$ cat config.mk
export PLATFORM = sky130hd
export DESIGN_NAME = dbg_port
export DESIGN_NICKNAME = d
export VERILOG_FILES = /design/src/rtl/dbg_pkg.sv /design/src/rtl/dbg_bp_unit.sv /design/src/rtl/dbg_trace.sv /design/src/rtl/dbg_port.sv
export SDC_FILE = /design/constraint.sdc
export NUM_CORES = 2
export LEC_CHECK = 0
export BUFFER_PORTS_ARGS = -buffer_cell sky130_fd_sc_hd__buf_2
export CORE_MARGIN = 3
export CORE_UTILIZATION = 55
export CTS_CLUSTER_SIZE = 20
export DETAILED_ROUTE_END_ITERATION = 7
export GPL_TIMING_DRIVEN = 0
export HOLD_SLACK_MARGIN = 0.02
export PLACE_DENSITY_LB_ADDON = 0.25
export SETUP_SLACK_MARGIN = 0.02
export SYNTH_ARGS = -nofsm -noshare
export SYNTH_HDL_FRONTEND = slang
export SYNTH_SLANG_ARGS = --single-unit
$ cat constraint.sdc
create_clock -name clk_i -period 4.92 [get_ports clk_i]
set_input_delay 1.476 -clock clk_i [delete_from_list [all_inputs] [get_ports clk_i]]
set_output_delay 1.476 -clock clk_i [all_outputs]
set_load 0.03 [all_outputs]
$ cat src/rtl/dbg_pkg.sv
package dbg_pkg;
  localparam logic [7:0] CMD_RUN     = 8'h01;
  localparam logic [7:0] CMD_STOP    = 8'h02;
  localparam logic [7:0] CMD_STEP    = 8'h03;
  localparam logic [7:0] CMD_REG_RD  = 8'h10;
  localparam logic [7:0] CMD_REG_WR  = 8'h11;
  localparam logic [7:0] CMD_MEM_RD  = 8'h20;
  localparam logic [7:0] CMD_MEM_WR  = 8'h21;
  localparam logic [7:0] CMD_IO_RD   = 8'h22;
  localparam logic [7:0] CMD_IO_WR   = 8'h23;
  localparam logic [7:0] CMD_BP_SET  = 8'h30;
  localparam logic [7:0] CMD_BP_CLR  = 8'h31;
  localparam logic [7:0] CMD_TRC_ON  = 8'h40;
  localparam logic [7:0] CMD_TRC_OFF = 8'h41;
  localparam logic [7:0] CMD_DBG_RST = 8'hFF;

  typedef enum logic [1:0] {CS_RUN = 2'b00, CS_HALT = 2'b01, CS_STEP = 2'b10} core_st_e;
  typedef enum logic [2:0] {F_IDLE, F_WAIT, F_EXEC, F_CAP, F_DONE} fsm_e;
endpackage

$ cat src/rtl/dbg_bp_unit.sv
module dbg_bp_unit #(
  parameter int NUM_BP = 16
) (
  input  logic        clk_i,
  input  logic        rst_ni,
  input  logic        set_i,
  input  logic        clr_i,
  input  logic        clr_all_i,
  input  logic [3:0]  idx_i,
  input  logic [31:0] addr_i,
  input  logic [31:0] pc_i,
  output logic        match_o,
  output logic [3:0]  match_idx_o
);
  logic [NUM_BP-1:0] hit;

  for (genvar g = 0; g < NUM_BP; g++) begin : g_cmp
    logic        vld_q;
    logic [31:0] adr_q;
    always_ff @(posedge clk_i or negedge rst_ni) begin
      if (!rst_ni) begin
        vld_q <= 1'b0;
        adr_q <= '0;
      end else if (clr_all_i || (clr_i && idx_i == 4'(g))) begin
        vld_q <= 1'b0;
      end else if (set_i && idx_i == 4'(g)) begin
        vld_q <= 1'b1;
        adr_q <= addr_i;
      end
    end
    assign hit[g] = vld_q && (adr_q == pc_i);
  end

  // lowest index wins
  always_comb begin
    match_idx_o = '0;
    for (int i = NUM_BP - 1; i >= 0; i--)
      if (hit[i]) match_idx_o = 4'(i);
  end
  assign match_o = |hit;
endmodule

$ cat src/rtl/dbg_trace.sv
module dbg_trace #(
  parameter int DEPTH = 4
) (
  input  logic        clk_i,
  input  logic        rst_ni,
  input  logic        flush_i,
  input  logic        lost_clr_i,
  input  logic        push_i,
  input  logic [31:0] pc_i,
  input  logic [31:0] ts_i,
  input  logic        hold_i,
  output logic        valid_o,
  output logic        first_o,
  output logic [31:0] word_o,
  output logic        lost_o
);
  localparam int PW = (DEPTH > 1) ? $clog2(DEPTH) : 1;

  logic [31:0] pc_q [DEPTH];
  logic [31:0] ts_q [DEPTH];
  logic [PW-1:0] wr_q, rd_q;
  logic [PW:0]   cnt_q;
  logic          phase_q, lost_q;
  logic          full, adv, pop, put;

  assign full = (cnt_q == (PW+1)'(DEPTH));
  assign adv  = (cnt_q != '0) && !hold_i;
  assign pop  = adv && phase_q;
  assign put  = push_i && !full;

  always_ff @(posedge clk_i or negedge rst_ni) begin
    if (!rst_ni) begin
      wr_q <= '0; rd_q <= '0; cnt_q <= '0; phase_q <= 1'b0; lost_q <= 1'b0;
    end else if (flush_i) begin
      wr_q <= '0; rd_q <= '0; cnt_q <= '0; phase_q <= 1'b0; lost_q <= 1'b0;
    end else begin
      if (put) begin
        pc_q[wr_q] <= pc_i;
        ts_q[wr_q] <= ts_i;
        wr_q <= wr_q + 1'b1;
      end
      if (adv) phase_q <= ~phase_q;
      if (pop) rd_q <= rd_q + 1'b1;
      cnt_q <= cnt_q + (PW+1)'(put) - (PW+1)'(pop);
      if (lost_clr_i) lost_q <= 1'b0;
      else if (push_i && full) lost_q <= 1'b1;
    end
  end

  assign valid_o = adv;
  assign first_o = adv && !phase_q;
  assign word_o  = phase_q ? ts_q[rd_q] : pc_q[rd_q];
  assign lost_o  = lost_q;
endmodule

$ cat src/rtl/dbg_port.sv
module dbg_port
  import dbg_pkg::*;
#(
  parameter int NUM_BP      = 16,
  parameter int TRACE_DEPTH = 4
) (
  input  logic        clk_i,
  input  logic        rst_ni,
  input  logic        cmd_valid_i,
  input  logic [7:0]  cmd_i,
  input  logic        data_valid_i,
  input  logic [31:0] data_i,
  output logic [31:0] data_o,
  output logic [13:0] status_o,
  input  logic [31:0] core_pc_i,
  input  logic        core_retire_i,
  output logic        core_stall_o,
  output logic [31:0] reg_addr_o,
  output logic [31:0] reg_wdata_o,
  output logic        reg_we_o,
  output logic        reg_re_o,
  input  logic [31:0] reg_rdata_i,
  output logic [31:0] mem_addr_o,
  output logic [31:0] mem_wdata_o,
  output logic        mem_we_o,
  output logic        mem_re_o,
  output logic        mem_io_o,
  input  logic [31:0] mem_rdata_i
);
  fsm_e        fsm_q;
  core_st_e    cs_q;
  logic [7:0]  cmd_q;
  logic [31:0] opnd_q, wval_q, rdat_q, ts_q;
  logic        err_q, rd_show_q, trc_en_q, hit_q;
  logic [3:0]  hit_idx_q;
  logic        accept, halted, bp_match, retire, is_rd, is_reg, hold;
  logic [3:0]  bp_idx, match_idx;
  logic        trc_v, trc_f, trc_lost;
  logic [31:0] trc_w;

  assign accept = (fsm_q == F_IDLE) && cmd_valid_i;
  assign halted = (cs_q == CS_HALT);
  assign is_rd  = (cmd_q == CMD_REG_RD) || (cmd_q == CMD_MEM_RD) || (cmd_q == CMD_IO_RD);
  assign is_reg = (cmd_q == CMD_REG_RD) || (cmd_q == CMD_REG_WR);
  assign core_stall_o = halted || ((cs_q == CS_RUN) && bp_match);
  assign retire = core_retire_i && !core_stall_o;

  always_ff @(posedge clk_i or negedge rst_ni) begin
    if (!rst_ni) begin
      fsm_q <= F_IDLE; cs_q <= CS_HALT; cmd_q <= '0; opnd_q <= '0; wval_q <= '0;
      rdat_q <= '0; err_q <= 1'b0; rd_show_q <= 1'b0; trc_en_q <= 1'b0;
      hit_q <= 1'b0; hit_idx_q <= '0;
    end else begin
      // core-side transitions; a command accepted in the same cycle overrides
      if (cs_q == CS_RUN && core_retire_i && bp_match) begin
        cs_q <= CS_HALT; hit_q <= 1'b1; hit_idx_q <= match_idx;
      end else if (cs_q == CS_STEP && core_retire_i) begin
        cs_q <= CS_HALT;
      end
      unique case (fsm_q)
        F_IDLE: if (cmd_valid_i) begin
          cmd_q <= cmd_i; opnd_q <= data_i; err_q <= 1'b0; rd_show_q <= 1'b0;
          fsm_q <= F_DONE;
          case (cmd_i)
            CMD_RUN:  begin cs_q <= CS_RUN;  hit_q <= 1'b0; hit_idx_q <= '0; end
            CMD_STOP: cs_q <= CS_HALT;
            CMD_STEP: begin cs_q <= CS_STEP; hit_q <= 1'b0; hit_idx_q <= '0; end
            CMD_REG_RD, CMD_MEM_RD, CMD_IO_RD:
              if (halted) fsm_q <= F_EXEC; else err_q <= 1'b1;
            CMD_REG_WR, CMD_MEM_WR, CMD_IO_WR:
              if (halted) fsm_q <= F_WAIT; else err_q <= 1'b1;
            CMD_BP_SET:
              if (32'(data_i[3:0]) < NUM_BP) fsm_q <= F_WAIT; else err_q <= 1'b1;
            CMD_BP_CLR: err_q <= !(32'(data_i[3:0]) < NUM_BP);
            CMD_TRC_ON:  trc_en_q <= 1'b1;
            CMD_TRC_OFF: trc_en_q <= 1'b0;
            CMD_DBG_RST: begin
              cs_q <= CS_HALT; trc_en_q <= 1'b0; hit_q <= 1'b0; hit_idx_q <= '0;
            end
            default: err_q <= 1'b1;
          endcase
        end
        F_WAIT: if (data_valid_i) begin
          wval_q <= data_i;
          fsm_q  <= (cmd_q == CMD_BP_SET) ? F_DONE : F_EXEC;
        end
        F_EXEC: fsm_q <= is_rd ? F_CAP : F_DONE;
        F_CAP: begin
          rdat_q    <= is_reg ? reg_rdata_i : mem_rdata_i;
          rd_show_q <= 1'b1;
          fsm_q     <= F_DONE;
        end
        default: fsm_q <= F_IDLE;
      endcase
    end
  end

  always_ff @(posedge clk_i or negedge rst_ni) begin
    if (!rst_ni) ts_q <= '0;
    else         ts_q <= ts_q + 32'd1;
  end

  assign reg_addr_o  = opnd_q;
  assign reg_wdata_o = wval_q;
  assign mem_addr_o  = opnd_q;
  assign mem_wdata_o = wval_q;
  assign reg_we_o = (fsm_q == F_EXEC) && (cmd_q == CMD_REG_WR);
  assign reg_re_o = (fsm_q == F_EXEC) && (cmd_q == CMD_REG_RD);
  assign mem_we_o = (fsm_q == F_EXEC) && ((cmd_q == CMD_MEM_WR) || (cmd_q == CMD_IO_WR));
  assign mem_re_o = (fsm_q == F_EXEC) && ((cmd_q == CMD_MEM_RD) || (cmd_q == CMD_IO_RD));
  assign mem_io_o = (cmd_q == CMD_IO_RD) || (cmd_q == CMD_IO_WR);

  assign bp_idx = (fsm_q == F_IDLE) ? data_i[3:0] : opnd_q[3:0];

  dbg_bp_unit #(.NUM_BP(NUM_BP)) u_bp (
    .clk_i       (clk_i),
    .rst_ni      (rst_ni),
    .set_i       ((fsm_q == F_WAIT) && data_valid_i && (cmd_q == CMD_BP_SET)),
    .clr_i       (accept && (cmd_i == CMD_BP_CLR)),
    .clr_all_i   (accept && (cmd_i == CMD_DBG_RST)),
    .idx_i       (bp_idx),
    .addr_i      (data_i),
    .pc_i        (core_pc_i),
    .match_o     (bp_match),
    .match_idx_o (match_idx)
  );

  assign hold = (fsm_q == F_DONE) && rd_show_q;

  dbg_trace #(.DEPTH(TRACE_DEPTH)) u_trc (
    .clk_i      (clk_i),
    .rst_ni     (rst_ni),
    .flush_i    (accept && (cmd_i == CMD_DBG_RST)),
    .lost_clr_i (accept && (cmd_i == CMD_TRC_ON)),
    .push_i     (retire && trc_en_q),
    .pc_i       (core_pc_i),
    .ts_i       (ts_q),
    .hold_i     (hold),
    .valid_o    (trc_v),
    .first_o    (trc_f),
    .word_o     (trc_w),
    .lost_o     (trc_lost)
  );

  assign data_o = hold ? rdat_q : trc_w;
  assign status_o = {trc_lost, trc_en_q, hit_idx_q, hit_q, trc_f, trc_v,
                     cs_q, (fsm_q == F_DONE) && err_q, (fsm_q == F_DONE), (fsm_q == F_IDLE)};
endmodule

==> parameters.txt <==
Parameter                              Value

Run status
  Run status ... finished, violations left
  Violated checks ... negative setup slack

Cells and area
  Post-route design area ... 50560 um2
  Area growth, synth to finish ... 16.34%
  Ratio of cells with drive above 1 in the final layout ... 0.3586
  Total Nets Final ... 3780
  Count of filler cells inserted in the layout ... 5818

Synthesis
  Number of instances in the synthesized netlist ... 3190
  Syn Area/Cell ... 13.62 um2
  Most used DFF post-synth ... sky130_fd_sc_hd__dfrtp_1
  Sequential area share after synthesis ... 0.5720
  Cell Area, Synth ... 43460 um2
  Flip-flop and latch count after synthesis ... 942
  Asr flop ratio synth ... 0.7282
  Synth warn ... 0
  Number of distinct library cell variants in the gate-level netlist after synthesis ... 64
  Number of enable-type register cells in the synthesized netlist ... 256
  Synthesized Nets ... 3339

Place
  Detailed-placement wirelength estimate ... 88.90 mm
  Port buffer count ... 319
  Routability Congestion ... 0.9239
  Post-detailed-placement cell area ... 46690 um2

Floorplan
  Cell row count ... 102
  Width of the chip ... 287.1 um
  Area of the die ... 82420 um2
  Standard cell core area ... 77850 um2
  Starting Density ... 0.5582
  Count of boundary I/O pins ... 321
  Y dimension of the die ... 287.1 um

Timing
  Minimum period implied by the final worst setup slack ... 5217 ps
  Unrepaired setup endpoints after global routing ... yes
  Worst slew margin relative to its limit ... 0.08150
  Worst Hold Slack ... 467.8 ps
  Final hold violation count ... 0
  Final worst setup slack ... -297.2 ps
  Fmax ... 0.1917 GHz
  Worst-case clock skew ... 26.68 ps
  Post-route fraction of the period consumed by the critical path ... 1.060
  Slew @ Worst Pin ... 1378 ps
  Setup-violating endpoint count in the final report ... 1
  Setup TNS ... -297.2 ps
  Slew Limit Fails ... 0

Global route
  Residual overflow from global routing ... 0
  Global-route wire length before repair ... 194.8 mm
  GRT Util Overall ... 0.3283
  Number of antenna violations at the first check in global routing ... 8
  Via count of the first global-routing pass ... 28100
  Maximum number of pins on one net before global-route repair ... 114

CTS
  Clk_lat worst skew ... 680 ps
  Total CTS buffers ... 98
  CTS tree ... done
  Sinks on the clock net ... 942
  Post-cts hold buffer count ... 0
  Number of H-tree levels ... 3
  Cell chosen for the clock root ... sky130_fd_sc_hd__clkbuf_16
  CTS max path bufs ... 3
  Clock-pin slew reported for the worst setup and hold paths after clock tree synthesis ... 60 ps

Power and ir drop
  Peak ir drop on the vdd network ... 0.2559 mV
  Portion of total power attributed to sequential cells ... 0.432
  Lkg Pwr ... 23.82 nW
  Internal power summed over all cells ... 13.51 mW
  Portion of total power attributed to the clock network ... 0.374
  Switching share of total power ... 0.2940
  Net switching component of the power ... 5.628 mW
  Combinational cell fraction of total power ... 0.194
  P per Cell Area ... 378.6 nW/um2

Setup path
  Worst stage delay on the critical path ... 560 ps
  Highest-delay cell along the critical path ... sky130_fd_sc_hd__or4_4
  Maximum fanout along the worst path ... 10
  Reg-to-Reg Start ... fsm_q[0]
  Critical setup path kind ... in2out
  Cell type with the highest occurrence count on the critical path ... sky130_fd_sc_hd__buf_8
  Critical-path cell list ... buf_2 > buf_8 > buf_8 > xor2_1 > nor4_2 > nand4_1 > or4_4 > nand4_4 > nor4_4 > a21oi_4 > buf_6
  Endpoint of the most critical register-to-register path ... u_bp.g_cmp[5].adr_q[24]
  Worst reg-to-reg path cell count ... 8
  Category of the worst setup path launch point ... primary input
  Critical Path RT ... 3440 ps
  Crit end category ... output pin
  Data arrival time at the worst-slack endpoint ... 3740 ps
  Reg2Reg Setup Slack ... 890 ps

Route
  Detailed-route DRC error count ... 0
  Total number of vias ... 28470
  Via count normalized by instance count ... 5.996
  First-pass iteration count of the detailed router ... 5
  Total length of routed wires ... 135.5 mm
  Iteration-0 DRC count of the detailed router ... 2861
  Number of nets with antenna violations after detailed routing ... 0
  Detailed-route wire length per cell ... 28.53 um

Worst hold path
  Worst hold path depth ... 2
  Worst hold-check path type ... reg2reg
  Worst Hold End ... err_q
  Min-Delay Startpoint ... err_q

Job
  Max-cap violation count ... 0
[synthesized netlist by cell type, types with 11 or more instances]
library cell | count | area [um2]
sky130_fd_sc_hd__inv_1 | 23 | 86.33
sky130_fd_sc_hd__buf_6 | 30 | 337.8
sky130_fd_sc_hd__or3_1 | 12 | 75.07
sky130_fd_sc_hd__mux4_2 | 64 | 1441
sky130_fd_sc_hd__mux2i_1 | 65 | 650.6
sky130_fd_sc_hd__nand2_1 | 238 | 893.4
sky130_fd_sc_hd__o21ai_0 | 93 | 465.5
sky130_fd_sc_hd__edfxtp_1 | 256 | 7687
sky130_fd_sc_hd__nor2_1 | 50 | 187.7
sky130_fd_sc_hd__mux2_1 | 25 | 281.5
sky130_fd_sc_hd__a21oi_1 | 15 | 75.07
sky130_fd_sc_hd__nand4_1 | 56 | 350.3
sky130_fd_sc_hd__xor2_1 | 354 | 3100
sky130_fd_sc_hd__mux2_2 | 509 | 5732
sky130_fd_sc_hd__xnor2_1 | 190 | 1664
sky130_fd_sc_hd__o221a_2 | 12 | 135.1
sky130_fd_sc_hd__nor3_1 | 31 | 155.2
sky130_fd_sc_hd__buf_2 | 66 | 330.3
sky130_fd_sc_hd__buf_1 | 11 | 41.29
sky130_fd_sc_hd__nand3_1 | 43 | 215.2
sky130_fd_sc_hd__and2_1 | 13 | 81.33
sky130_fd_sc_hd__buf_4 | 92 | 690.7
sky130_fd_sc_hd__dfrtp_1 | 685 | 17140
sky130_fd_sc_hd__clkbuf_1 | 79 | 296.5
sky130_fd_sc_hd__nor4_1 | 84 | 525.5
[area by class of cell]
cell class              instances  area [um2]  share of cell area
inverters                      26       97.59            0.001930
flip-flops and latches        942       24860              0.4916
clock buffers                 147        2788             0.05514
plain buffers                 275        2062             0.04079
diodes                          3       7.507           0.0001485
multi-input cells            1944       17100              0.3382
repair buffers                344        2071             0.04096
clock inverters                28       274.0            0.005420
well taps                    1040        1301             0.02574
[timing repair]
item,4_1_cts,5_1_grt
pin swaps,4,21
setup buffers,1,13
endpoints found under the setup margin,220,25
gates cloned,0,1
resized for setup,87,72
[worst max-delay path: cells and delay by family]
kind,cells,cell delay (ps)
simple gates,5,1220
compound gates,1,150
xor+xnor,1,130
buf+inv,4,740
[power groups by stage]
stage / clock network, mW / registers, mW / logic, mW
after floorplan: 0 / 8.49 / 2.23
final: 7.16 / 8.27 / 3.71
after CTS: 7.23 / 8.27 / 3.70
after global placement: 0 / 8.41 / 3.58
after detailed placement: 0 / 8.41 / 3.65
after global routing: 7.55 / 8.28 / 3.93
[logic make-up after synthesis]
group | after synthesis | synth area share
buf+inv | 304 | 0.04129
simple gates | 581 | 0.06694
compound gates | 148 | 0.02119
xor+xnor | 544 | 0.1096
mux | 663 | 0.1865
fa+ha+maj | 8 | 0.002476
flops | 942 | 0.5720
[flip-flops by register name, indices dropped and copies added, names as in the netlist, 3 cells and up]
name,count
cmd_q,8
fsm_q,3
hit_idx_q,4
mem_addr_o,32
mem_wdata_o,32
rdat_q,32
ts_q,32
u_bp.g_cmp.adr_q,512
u_bp.g_cmp.vld_q,16
u_trc.cnt_q,3
u_trc.pc_q,128
u_trc.ts_q,128
[metrics by stage]
stage | setup slack (ps) | power [mW] | util | instances
after global routing | -360.4 | 19.76 | 0.6493 | 4747
after detailed placement | -1014 | 12.06 | 0.5997 | 4560
after CTS | -349.4 | 19.20 | 0.6436 | 4733
after floorplan | 212.0 | 10.72 | - | 3190
after global placement | -12670 | 12.00 | 0.5955 | 4549
final | -297.2 | 19.14 | 0.6494 | 4749
[placed cells by master, fill, tap and decap left out, types with 6 or more instances in the layout]
cell and n:
sky130_fd_sc_hd__buf_6 25, sky130_fd_sc_hd__xnor2_1 190, sky130_fd_sc_hd__clkbuf_16 100, sky130_fd_sc_hd__nor4_1 58, sky130_fd_sc_hd__ha_1 7, sky130_fd_sc_hd__nor3_1 30
sky130_fd_sc_hd__clkbuf_8 13, sky130_fd_sc_hd__buf_2 367, sky130_fd_sc_hd__and3_1 6, sky130_fd_sc_hd__nor2_1 50, sky130_fd_sc_hd__or3_4 6, sky130_fd_sc_hd__dfrtp_1 685
sky130_fd_sc_hd__buf_1 6, sky130_fd_sc_hd__nand4_1 56, sky130_fd_sc_hd__buf_8 17, sky130_fd_sc_hd__xor2_1 353, sky130_fd_sc_hd__o21ai_0 93, sky130_fd_sc_hd__nor4_2 27
sky130_fd_sc_hd__buf_12 21, sky130_fd_sc_hd__buf_4 87, sky130_fd_sc_hd__clkbuf_1 110, sky130_fd_sc_hd__clkinv_1 7, sky130_fd_sc_hd__nand3b_1 6, sky130_fd_sc_hd__inv_1 23
sky130_fd_sc_hd__and2_1 9, sky130_fd_sc_hd__buf_16 11, sky130_fd_sc_hd__nand2_1 238, sky130_fd_sc_hd__mux2i_1 65, sky130_fd_sc_hd__nor3b_1 6, sky130_fd_sc_hd__nand3_1 42
sky130_fd_sc_hd__clkbuf_2 7, sky130_fd_sc_hd__mux2_2 509, sky130_fd_sc_hd__mux4_2 64, sky130_fd_sc_hd__edfxtp_1 256, sky130_fd_sc_hd__mux2_1 25, sky130_fd_sc_hd__or3_1 6
sky130_fd_sc_hd__clkinv_2 14, sky130_fd_sc_hd__a21oi_1 14, sky130_fd_sc_hd__o221a_2 12
[metal layers]
layer | global-route usage | vias to the layer above | part of all wire
met5 | 0 | - | 0
met4 | 0.1401 | 0 | 0.048
met3 | 0.06027 | 317 | 0.084
met2 | 0.5223 | 1353 | 0.47
met1 | 0.4462 | 14720 | 0.40
li1 | - | 12080 | -
[worst max-delay path by stage]
| stage | from | end |
|---|---|---|
| 3_5_place_dp | core_pc_i[9] | core_stall_o |
| 3_3_place_gp | rst_ni | cmd_q[1] |
| 6_report | core_pc_i[6] | core_stall_o |
| 4_1_cts | core_pc_i[6] | core_stall_o |
| 2_1_floorplan | core_pc_i[7] | core_stall_o |
| 5_1_grt | core_pc_i[6] | core_stall_o |
No activity file was read; power rests on OpenSTA's default activity.
